## src/rtl/bs_sr_swap_pkg.sv

```systemverilog
package bs_sr_swap_pkg;

  // Strobes passed from the control counters to the output datapath.
  typedef struct packed {
    logic bsSeen;   // current input cycle carries a blanking-start
    logic subst;    // that blanking-start must become a scrambler-reset
  } swapStrobe_t;

endpackage

```

## src/rtl/bs_sr_swap_ctrl.sv

```systemverilog
module bs_sr_swap_ctrl
  import bs_sr_swap_pkg::*;
#(
  parameter int CNT_W  = 9,
  parameter int LOAD_W = 4
) (
  input  logic              clk,
  input  logic              rstN,
  input  logic              inBs,
  input  logic              armPulse,
  input  logic [CNT_W-1:0]  periodCount,
  input  logic [LOAD_W-1:0] loadCount,
  output swapStrobe_t       strb
);

  localparam logic [CNT_W-1:0]  PASS_ONE  = {{(CNT_W-1){1'b0}}, 1'b1};
  localparam logic [LOAD_W-1:0] FORCE_ONE = {{(LOAD_W-1){1'b0}}, 1'b1};

  logic [CNT_W-1:0]  passCnt;
  logic [LOAD_W-1:0] forceCnt;
  logic              armed;

  logic periodHit;
  logic forceHit;
  logic substNow;

  // A greater-or-equal compare covers a period lowered at run time.
  // The counters never wrap: reaching the limit always causes a hit.
  always_comb begin
    periodHit = (passCnt >= periodCount);
    forceHit  = armed && !armPulse && (forceCnt >= loadCount);
    substNow  = inBs && (periodHit || forceHit);
  end

  // Periodic count of passed blanking-starts
  always_ff @(posedge clk) begin
    if (!rstN) begin
      passCnt <= '0;
    end else if (inBs) begin
      if (substNow) passCnt <= '0;
      else          passCnt <= passCnt + PASS_ONE;
    end
  end

  // One-shot forced path; arming has priority and restarts the count
  always_ff @(posedge clk) begin
    if (!rstN) begin
      armed    <= 1'b0;
      forceCnt <= '0;
    end else if (armPulse) begin
      armed    <= 1'b1;
      forceCnt <= '0;
    end else if (armed && inBs) begin
      if (forceHit) begin
        armed    <= 1'b0;
        forceCnt <= '0;
      end else begin
        forceCnt <= forceCnt + FORCE_ONE;
      end
    end
  end

  always_comb begin
    strb.bsSeen = inBs;
    strb.subst  = substNow;
  end

endmodule

```

## src/rtl/bs_sr_swap_dp.sv

```systemverilog
module bs_sr_swap_dp
  import bs_sr_swap_pkg::*;
#(
  parameter int               LANES  = 4,
  parameter int               SYM_W  = 10,
  parameter logic [SYM_W-1:0] SR_SYM = 10'h1C3
) (
  input  logic                   clk,
  input  logic                   rstN,
  input  logic [LANES*SYM_W-1:0] inSym,
  input  swapStrobe_t            strb,
  output logic [LANES*SYM_W-1:0] outSym,
  output logic                   outBs,
  output logic                   srStrobe
);

  localparam int BUS_W = LANES * SYM_W;

  logic [BUS_W-1:0] symNext;

  // Per-lane replacement mux
  for (genvar lane = 0; lane < LANES; lane++) begin : g_lane
    always_comb begin
      if (strb.subst) symNext[lane*SYM_W +: SYM_W] = SR_SYM;
      else            symNext[lane*SYM_W +: SYM_W] = inSym[lane*SYM_W +: SYM_W];
    end
  end

  always_ff @(posedge clk) begin
    if (!rstN) begin
      outSym   <= '0;
      outBs    <= 1'b0;
      srStrobe <= 1'b0;
    end else begin
      outSym   <= symNext;
      outBs    <= strb.bsSeen && !strb.subst;
      srStrobe <= strb.subst;
    end
  end

endmodule

```

## src/rtl/bs_sr_swap.sv

```systemverilog
module bs_sr_swap
  import bs_sr_swap_pkg::*;
#(
  parameter int               LANES  = 4,
  parameter int               SYM_W  = 10,
  parameter int               CNT_W  = 9,
  parameter int               LOAD_W = 4,
  parameter logic [SYM_W-1:0] SR_SYM = 10'h1C3
) (
  input  logic                   clk,
  input  logic                   rstN,
  input  logic [LANES*SYM_W-1:0] inSym,
  input  logic                   inBs,
  input  logic [CNT_W-1:0]       periodCount,
  input  logic [LOAD_W-1:0]      loadCount,
  input  logic                   armPulse,
  output logic [LANES*SYM_W-1:0] outSym,
  output logic                   outBs,
  output logic                   srStrobe
);

  swapStrobe_t strb;

  bs_sr_swap_ctrl #(
    .CNT_W (CNT_W),
    .LOAD_W(LOAD_W)
  ) ctrl_i (
    .clk        (clk),
    .rstN       (rstN),
    .inBs       (inBs),
    .armPulse   (armPulse),
    .periodCount(periodCount),
    .loadCount  (loadCount),
    .strb       (strb)
  );

  bs_sr_swap_dp #(
    .LANES (LANES),
    .SYM_W (SYM_W),
    .SR_SYM(SR_SYM)
  ) dp_i (
    .clk     (clk),
    .rstN    (rstN),
    .inSym   (inSym),
    .strb    (strb),
    .outSym  (outSym),
    .outBs   (outBs),
    .srStrobe(srStrobe)
  );

endmodule

```

## config.mk

```make
export PLATFORM = sky130hd
export DESIGN_NAME = bs_sr_swap
export DESIGN_NICKNAME = d
export VERILOG_FILES = /design/src/rtl/bs_sr_swap_pkg.sv /design/src/rtl/bs_sr_swap_ctrl.sv /design/src/rtl/bs_sr_swap_dp.sv /design/src/rtl/bs_sr_swap.sv
export SDC_FILE = /design/constraint.sdc
export NUM_CORES = 1
export LEC_CHECK = 0
export ABC_CLOCK_PERIOD_IN_PS = 2550
export BUFFER_PORTS_ARGS = -buffer_cell sky130_fd_sc_hd__buf_2
export CORE_MARGIN = 2
export CORE_UTILIZATION = 46
export CTS_CLUSTER_DIAMETER = 80
export DETAILED_ROUTE_END_ITERATION = 8
export MAX_ROUTING_LAYER = met4
export PLACE_DENSITY = 0.78
export SYNTH_ARGS = -nofsm -noshare
export SYNTH_HDL_FRONTEND = slang
export SYNTH_SLANG_ARGS = --single-unit
```

## constraint.sdc

```tcl
create_clock -name clk -period 2.55 [get_ports clk]
set_input_delay 0.765 -clock clk [delete_from_list [all_inputs] [get_ports clk]]
set_output_delay 0.765 -clock clk [all_outputs]
set_load 0.01 [all_outputs]
```

==> results.cfg, run 1 <==
[setup_path]
path_class = input port to flop
ff2ff_path_depth = 8
start_kind = input port
required_ns = 2.80
crit_path_end_kind = flop
worstPathArrival_ns = 2.23
path_max_fanout = 47

[yosys]
syn_area_per_cell_um2 = 9.038
synth_area_um2 = 2223
syn_nets = 318
synth_largest_area_cell = dfxtp_1
synth_top_area_share_pct = 50.42
seq_area_frac_synth_pct = 50.42
netlist_instances = 246
ys_top_cells_by_area = dfxtp_1 50%, ha_1 8.4%, nand2_1 7.1%
yosys_register_bits = 56
yosysWarnings = 0
ys_types = 32

[floorplanning]
die_y_um = 73.52
die_x_um = 73.52
start_util_pct = 47.39
coreArea_um2 = 4692
dieArea_um2 = 5405
std_cell_rows = 25
io_pins = 99

[power_and_ir_drop]
pwr-share-seq_pct = 59.0
comb_power_share_pct = 11.5
leakagePower_uw = 0.001477
p_int_uw = 1200
power.density_nw_per_um2 = 553.7
p_sw_share_pct = 23.81
p_switching_uw = 374.9
clock_power_share_pct = 29.5
ir_drop_mv = 0.4757

[timing]
post-route-period-util_pct = 77.68
clock.fmax_mhz = 504.9
rsz0062_at_grt = no
final.setup.tns_ns = 0
slew_violations = 0
clock_skew_ns = 0.003140
worstMarginPinSlew_ns = 0.3913
timing.hold.ws_ns = 0.5148
layout_min_cycle_time_ns = 1.981
max_slew_margin_pct = 73.91
setup-violations-final = 0
hold_violations = 0

[placed_design]
io_buffer_count = 98
dp.cells = 389
dp_hpwl_mm = 3.300
gp_congestion = 0.7845

[global_route]
track_usage_pct = 16.97
antenna_found_initial = 0
grt_overflow = 0
grt_max_degree = 48
grt_pass1_wl_mm = 6.989
grt_pass1_vias = 1715

[final_layout]
utilization_pct = 60.61
syn_to_final_growth_pct = 27.91
fill_cells = 437
final_cell_mix = 98 x buf_2, 56 x dfxtp_1, 42 x nand2_1
layout_commonest_cell = buf_2
finalNonFillerCells = 397
drive_gt1_share_pct = 32.65
layout.nets = 414
n_antenna_cell = 0

[clock_network]
clk_pin_slew_ns = 0.09
root_buffer = clkbuf_8
htreeDepth = 2
cts-buffers-inserted = 5
cts_tree = done
cts_setup_buffers = 0
clk_path_buf_depth = 2
hold_buffers = 0
clkSinkCount = 56
clk_latency_ns = 0.30
cts_resized = 0

[detailed_routing]
drt-total-wl_mm = 4.426
ant_nets = 0
viasPerCell = 4.809
vias = 1909
first_iter_violations = 48
remaining_drc_errors = 0
route.detailed.wl_per_inst_um = 11.15
first_pass_iters = 6

[outcome]
status = complete, no violations

[hold_path]
hold_depth = 2
hp-class = flop to flop

[job]
max_cap_viol_count = 0
-- cells by family after synthesis --
family,share of synthesized area [%]
DFF,50.42
buffers and inverters,6.077
adders and majority gates,8.441
AOI/OAI and AO/OA,13.45
xor gates and xnor gates,2.364
and+or+nand+nor,19.25
-- sequential cells by signal, summed over array words and instances, names as in the netlist --
signal           count
dp_i.outSym         40
ctrl_i.passCnt       9
ctrl_i.forceCnt      4
ctrl_i.armed         1
dp_i.outBs           1
dp_i.srStrobe        1
-- Yosys cell counts (all sizes together) --
library cell / number
xor2: 4
o21ai: 3
o21a: 20
nand2b: 1
dfxtp: 56
o32ai: 1
a21boi: 3
or3: 1
ha: 15
a21o: 1
nor2: 34
nand3: 6
nor3b: 1
and2: 2
a31oi: 2
clkbuf: 6
and3b: 1
clkinv: 1
a211oi: 1
nand2: 42
nor3: 3
o2111ai: 2
a21oi: 7
nand4: 9
buf: 7
xnor2: 2
inv: 15
-- metal layers --
metal / share of wire (%) / vias to the layer above / global-route usage (%)
li1: - / 1001 / -
met1: 44 / 851 / 19.95
met2: 49 / 53 / 27.78
met3: 5.6 / 4 / 4.664
met4: 1.5 / 0 / 6.061
met5: 0 / - / -
-- critical path, cell delays in order --
cell,delay [ns]
buf_2,0.07
inv_1,0.03
ha_1,0.32
nand4_1,0.15
a21oi_1,0.25
a21oi_4,0.08
a31oi_4,0.16
buf_12,0.23
and2_1,0.15
-- power by group through the flow --
stage,Sequential (uW),Clock (uW),Combinational [uW]
floorplan,968,0,73.6
global placement,948,0,179
detailed placement,949,0,183
CTS,929,488,184
global route,933,514,205
finish,928,465,181
-- layout make-up --
class,count,area (um2),share of cell area (%)
timing repair buffer,102,533.0,18.74
tap,54,67.56,2.376
clock buffer,6,72.57,2.552
inverter,16,60.06,2.112
clock inverter,2,13.76,0.4839
multi-input combinational,161,975.9,34.32
sequential,56,1121,39.42
-- final timing paths --
kind | to | slack, ns | start
min | ctrl_i.forceCnt[1] | 0.51 | ctrl_i.forceCnt[1]
min reg2reg | ctrl_i.forceCnt[1] | 0.51 | ctrl_i.forceCnt[1]
max | dp_i.srStrobe | 0.57 | periodCount[8]
max reg2reg | dp_i.outSym[8] | 0.66 | ctrl_i.passCnt[0]
-- stage by stage --
stage / instance area (um2) / power [uW] / worst slack, ns
2_1_floorplan: 2223 / 1041 / 0.3459
3_3_place_gp: 2758 / 1127 / 0.2661
3_5_place_dp: 2758 / 1132 / 0.2324
4_1_cts: 2844 / 1601 / 0.5604
5_1_grt: 2844 / 1652 / 0.4105
6_report: 2844 / 1575 / 0.5693
No activity file was read; power rests on OpenSTA's default activity.
==> inputs of run 2 (changes only) <==
ABC_CLOCK_PERIOD_IN_PS = 1690   (was 2550)
CORE_UTILIZATION = 42   (was 46)
PLACE_DENSITY = 0.75   (was 0.78)
clock period = 1.69 ns   (was 2.55 ns; I/O delays follow)
==> results.cfg, run 2 (synthesized netlist as in run 1, its figures left out) <==
[job]
max_cap_viol_count = 0

[detailed_routing]
first_iter_violations = 41
route.detailed.wl_per_inst_um = 11.78
first_pass_iters = 4
ant_nets = 0
remaining_drc_errors = 0
drt-total-wl_mm = 5.161
vias = 2052
viasPerCell = 4.685

[global_route]
grt_pass1_wl_mm = 8.763
grt_max_degree = 34
track_usage_pct = 18.75
grt_overflow = 0
grt_pass1_vias = 2014
antenna_found_initial = 0

[final_layout]
final_cell_mix = 98 x buf_2, 50 x dfxtp_1, 42 x nand2_1
largest_register = dp_i.outSym
syn_to_final_growth_pct = 45.92
layout_commonest_cell = buf_2
reg_top3 = dp_i.outSym x40, ctrl_i.passCnt x9, ctrl_i.forceCnt x4
layout.nets = 439
drive_gt1_share_pct = 43.75
n_antenna_cell = 0
finalInstanceArea_um2 = 3244
largest_reg_flops = 40

[timing]
max_slew_margin_pct = 77.87
worstMarginPinSlew_ns = 0.3320
clock.fmax_mhz = 561.7
hold_violations = 0
fin_ws_ns = -0.09027
slew_violations = 0
post-route-period-util_pct = 105.3
layout_min_cycle_time_ns = 1.780
setup-violations-final = 32
final.setup.tns_ns = -1.589
clock_skew_ns = 0.004751
rsz0062_at_grt = yes
timing.hold.ws_ns = 0.3965

[outcome]
violations = setup timing
status = complete, but fails checks

[power_and_ir_drop]
power.density_nw_per_um2 = 801.6
leakagePower_uw = 0.001617
ir_drop_mv = 0.5404
pwr-share-seq_pct = 53.7
p_int_uw = 1996
comb_power_share_pct = 12.7
p_switching_uw = 604.8
clock_power_share_pct = 33.6
p_sw_share_pct = 23.26

[clock_network]
hold_buffers = 0
clk_path_buf_depth = 2
htreeDepth = 2
root_buffer = clkbuf_8
clk_pin_slew_ns = 0.10
cts_tree = done
cts-buffers-inserted = 5
clk_latency_ns = 0.30
clkSinkCount = 56

[placed_design]
dpl_cell_area_um2 = 2992
io_buffer_count = 98
dpl_worst_slack_ns = -0.3905
dp_hpwl_mm = 3.619
gp_congestion = 0.8486

[setup_path]
crit_chain = ha_4 > a21oi_2 > nor2_1 > a211oi_2 > buf_4 > a31oi_4 > buf_12 > buf_12 > o21a_1
path_buf_inv = 3
worstPathArrival_ns = 1.98
path_delay_family = compound AO/OA/AOI/OAI gates
timing.critical_path.mode_cell = buf_12
slowest_stage = dfxtp_2
required_ns = 1.89
cpPeakStageDelay_ns = 0.36
path_max_fanout = 12
path_class = flop to flop
crit_path_end_kind = flop
start_kind = flop

[floorplanning]
die_y_um = 76.76
start_util_pct = 43.53
coreArea_um2 = 5107
std_cell_rows = 26
die_x_um = 76.76
io_pins = 99
dieArea_um2 = 5892

[hold_path]
hp-class = input port to flop
==> run 2: cell count changes in the layout (fill, tap and decap cells not counted), moves of 2 or more <==
cell and change:
a21oi_1 -3, a21oi_2 +3, buf_16 +2, buf_4 +22, dfxtp_1 -6, dfxtp_2 +6, ha_1 -5, ha_4 +5
inv_1 -4, inv_2 +3, nor2_1 -2, nor2_2 +2
==> run 2: stage by stage <==
| stage | util (%) | power [uW] | cells |
|---|---|---|---|
| final | 63.52 | 2601 | 438 |
| after global routing | 63.52 | 2739 | 438 |
| after CTS | 63.35 | 2631 | 437 |
| after detailed placement | 58.57 | 1739 | 424 |
| after global placement | 58.57 | 1730 | 424 |
| after floorplan | - | 1578 | 246 |
==> run 2: cell type report <==
cell class	count	area, um2
Multi-Input combinational cell	161	1076
Clock buffer	6	72.57
Tap cell	70	87.58
Inverter	16	67.56
Clock inverter	2	38.79
Sequential cell	56	1129
Timing Repair Buffer	127	773.2
Fill cell	438	1863
==> run 2: worst paths after layout <==
check	startpoint	to	slack, ns	cells after the start
setup / recovery	ctrl_i.passCnt[6]	dp_i.outSym[7]	-0.09	9
hold / removal	inSym[38]	dp_i.outSym[38]	0.40	2
setup reg to reg	ctrl_i.passCnt[6]	dp_i.outSym[7]	-0.09	9
hold reg to reg	ctrl_i.passCnt[3]	ctrl_i.passCnt[3]	0.57	3
==> run 2: power groups by stage <==
stage                     sequential (uW)  combinational, uW  clock (uW)
final                                1400                330         875
after global routing                 1400                366         970
after CTS                            1400                332         903
after detailed placement             1430                313           0
after global placement               1420                306           0
after floorplan                      1460                118           0
==> run 2: metal layers <==
layer	wire length, um	up-vias	track usage [%]	part of all wire [%]
met2	2494	61	32.46	48
met5	0	-	-	0
li1	-	1050	-	-
met3	314	9	4.706	6.1
met4	76	0	5.455	1.5
met1	2276	932	21.44	44
==> run 2: worst register-to-register path: cells and delay by family, from the launching register on <==
family | cells | cell delay, ns
AOI/OAI and AO/OA | 4 | 0.56
buffers and inverters | 3 | 0.46
adders and majority gates | 1 | 0.24
DFF | 1 | 0.36
and+or+nand+nor | 1 | 0.06
==> run 2: what timing repair did <==
action	in CTS	in global routing
pin swaps	16	0
setup buffers	3	1
cloned	2	0
resized for setup	15	1
endpoints found under the setup margin	53	50
==> inputs of run 3 (changes only) <==
ABC_AREA = 1   (was unset)
CORE_UTILIZATION = 43   (was 42)
HOLD_SLACK_MARGIN = 0.12   (was unset)
==> results.cfg, run 3 <==
[final_layout]
seq_area_um2 = 1127
fill_cells = 516
largest_register = dp_i.outSym
multiInputGateArea_um2 = 1086
layout_commonest_cell = buf_2
syn_to_final_growth_pct = 34.98
finalNonFillerCells = 461
drive_gt1_share_pct = 42.16
n_antenna_cell = 0
finalInstanceArea_um2 = 3254
reg_top3 = dp_i.outSym x40, ctrl_i.passCnt x9, ctrl_i.forceCnt x4
final_cell_mix = 98 x buf_2, 51 x dfxtp_1, 49 x inv_1
layout.nets = 460
largest_reg_flops = 40

[global_route]
antenna_found_initial = 0
use_met1_pct = 19.38
grt_pass1_wl_mm = 8.093
grt_max_degree = 24
grt_pass1_vias = 1936
busiest_layer = met2
use_met3_pct = 4.091
grt_overflow = 0
track_usage_pct = 16.46
use_met2_pct = 28.72

[hold_path]
min_from = inSym[30]
hold-path-endpoint = dp_i.outSym[30]
hp-class = input port to flop
hold_depth = 3

[setup_path]
crit_path_end_kind = flop
path_class = flop to flop
required_ns = 1.93
ff2ff_path_depth = 11
path_max_fanout = 6
reg2reg_slack_ns = 0.12
r2r-end = ctrl_i.passCnt[8]
worstPathArrival_ns = 1.81
start_kind = flop
r2r-start = ctrl_i.forceCnt[2]

[clock_network]
htreeDepth = 2
clk_pin_slew_ns = 0.10
cts-buffers-inserted = 5
cts_tree = done
clkSinkCount = 56
clk_latency_ns = 0.30
hold_buffers = 0
clk_path_buf_depth = 2
root_buffer = clkbuf_8

[floorplanning]
die_x_um = 78.88
std_cell_rows = 27
dieArea_um2 = 6222
io_pins = 99
start_util_pct = 44.06
coreArea_um2 = 5473
die_y_um = 78.88

[job]
max_cap_viol_count = 0

[detailed_routing]
first_iter_violations = 45
route.detailed.wl_per_inst_um = 10.26
viasPerCell = 4.343
drt-total-wl_mm = 4.731
ant_nets = 0
remaining_drc_errors = 0
vias = 2002
first_pass_iters = 4

[placed_design]
dpl_worst_slack_ns = -0.1850
gp_congestion = 0.7716
dpl_cell_area_um2 = 3134
io_buffer_count = 98
dp_hpwl_mm = 3.699
dp.cells = 452

[timing]
final.setup.tns_ns = 0
clock.fmax_mhz = 636.6
setup-violations-final = 0
hold_violations = 0
clock_skew_ns = 0.007647
max_slew_margin_pct = 82.69
fin_ws_ns = 0.1191
slew_violations = 0
worstMarginPinSlew_ns = 0.2576
rsz0062_at_grt = no
post-route-period-util_pct = 92.96
layout_min_cycle_time_ns = 1.571

[power_and_ir_drop]
ir_drop_mv = 0.5876
comb_power_share_pct = 14.5
clock_power_share_pct = 29.8
p_sw_share_pct = 26.21
p_total_uw = 2516
pwr-share-seq_pct = 55.8
leakagePower_uw = 0.001706
power.density_nw_per_um2 = 773.0
p_int_uw = 1856
p_switching_uw = 659.4

[outcome]
status = complete, no violations

[yosys]
ys_top_cells_by_area = dfxtp_1 46%, nor2_4 9.3%, inv_1 8.3%
netlist_instances = 276
yosys_register_bits = 56
synth_common_cells = 56 x dfxtp_1, 53 x inv_1, 45 x nand2_1
synth_top_area_share_pct = 46.50
synth_area_um2 = 2411
syn_nets = 348
synth.most_common_cell = dfxtp_1
ys_async_sr_fraction_pct = 0
seq_area_frac_synth_pct = 46.50
yosysWarnings = 0
ys_types = 25
syn_area_per_cell_um2 = 8.736
synth_largest_area_cell = dfxtp_1
ys.flop_type = dfxtp_1
synth-edff-count = 0
[run 3: worst max-delay path, stage by stage, from the launching register on]
cell     delay (ns)
dfxtp_2        0.34
ha_1           0.31
nand2_1        0.07
inv_1          0.04
nand2_1        0.04
nand3_1        0.08
nand2_2        0.11
nand3_4        0.09
nand2_4        0.11
nand2_8        0.08
buf_4          0.16
nor2_1         0.09
[run 3: power groups by stage]
| stage | Combinational (uW) | Sequential (uW) | Clock [uW] |
|---|---|---|---|
| after CTS | 366 | 1400 | 786 |
| final | 364 | 1400 | 749 |
| after global placement | 358 | 1430 | 0 |
| after detailed placement | 364 | 1430 | 0 |
| after floorplan | 177 | 1460 | 0 |
| after global routing | 412 | 1410 | 843 |
[run 3: worst max-delay path by stage]
stage	end	cells after the start	startpoint	slack, ns
2_1_floorplan	ctrl_i.passCnt[7]	12	periodCount[4]	0.002
3_3_place_gp	ctrl_i.passCnt[6]	13	loadCount[2]	-0.15
3_5_place_dp	dp_i.outSym[13]	13	loadCount[2]	-0.19
4_1_cts	ctrl_i.passCnt[8]	12	ctrl_i.passCnt[0]	0.04
5_1_grt	ctrl_i.passCnt[8]	8	ctrl_i.passCnt[8]	0.002
6_report	ctrl_i.passCnt[8]	11	ctrl_i.forceCnt[2]	0.12
[run 3: per-layer routing]
layer | vias to the layer above | wire length (um)
met3 | 5 | 321
met2 | 64 | 2320
li1 | 1059 | -
met1 | 874 | 2062
met4 | 0 | 26
met5 | - | 0
[run 3: what timing repair did]
item / CTS / global route
resized for setup: 0 / 9
endpoints found under the setup margin: 0 / 50
setup buffers: 0 / 1
[run 3: through the flow]
step                      util (%)  hold WS (ns)
after floorplan                  -        0.4773
after global placement       57.27        0.4947
final                        59.47        0.3925
after global routing         59.47        0.3883
after detailed placement     57.27        0.5119
after CTS                    58.98        0.3828
[run 3: area by class of cell]
type                       instances  share of cell area, %
multi-input combinational        157                  33.37
timing repair buffer             115                  20.15
inverter                          53                  6.190
clock inverter                     3                 0.7689
clock buffer                       5                  2.115
sequential                        56                  34.64
tap                               72                  2.768
[run 3: logic make-up after synthesis]
kind of cell    after synthesis  synth area share (%)
flops                        56                 46.50
xor+xnor                      8                 2.906
fa+ha+maj                    15                 7.784
simple gates                103                 24.55
compound gates               31                 6.695
buf+inv                      63                 11.57
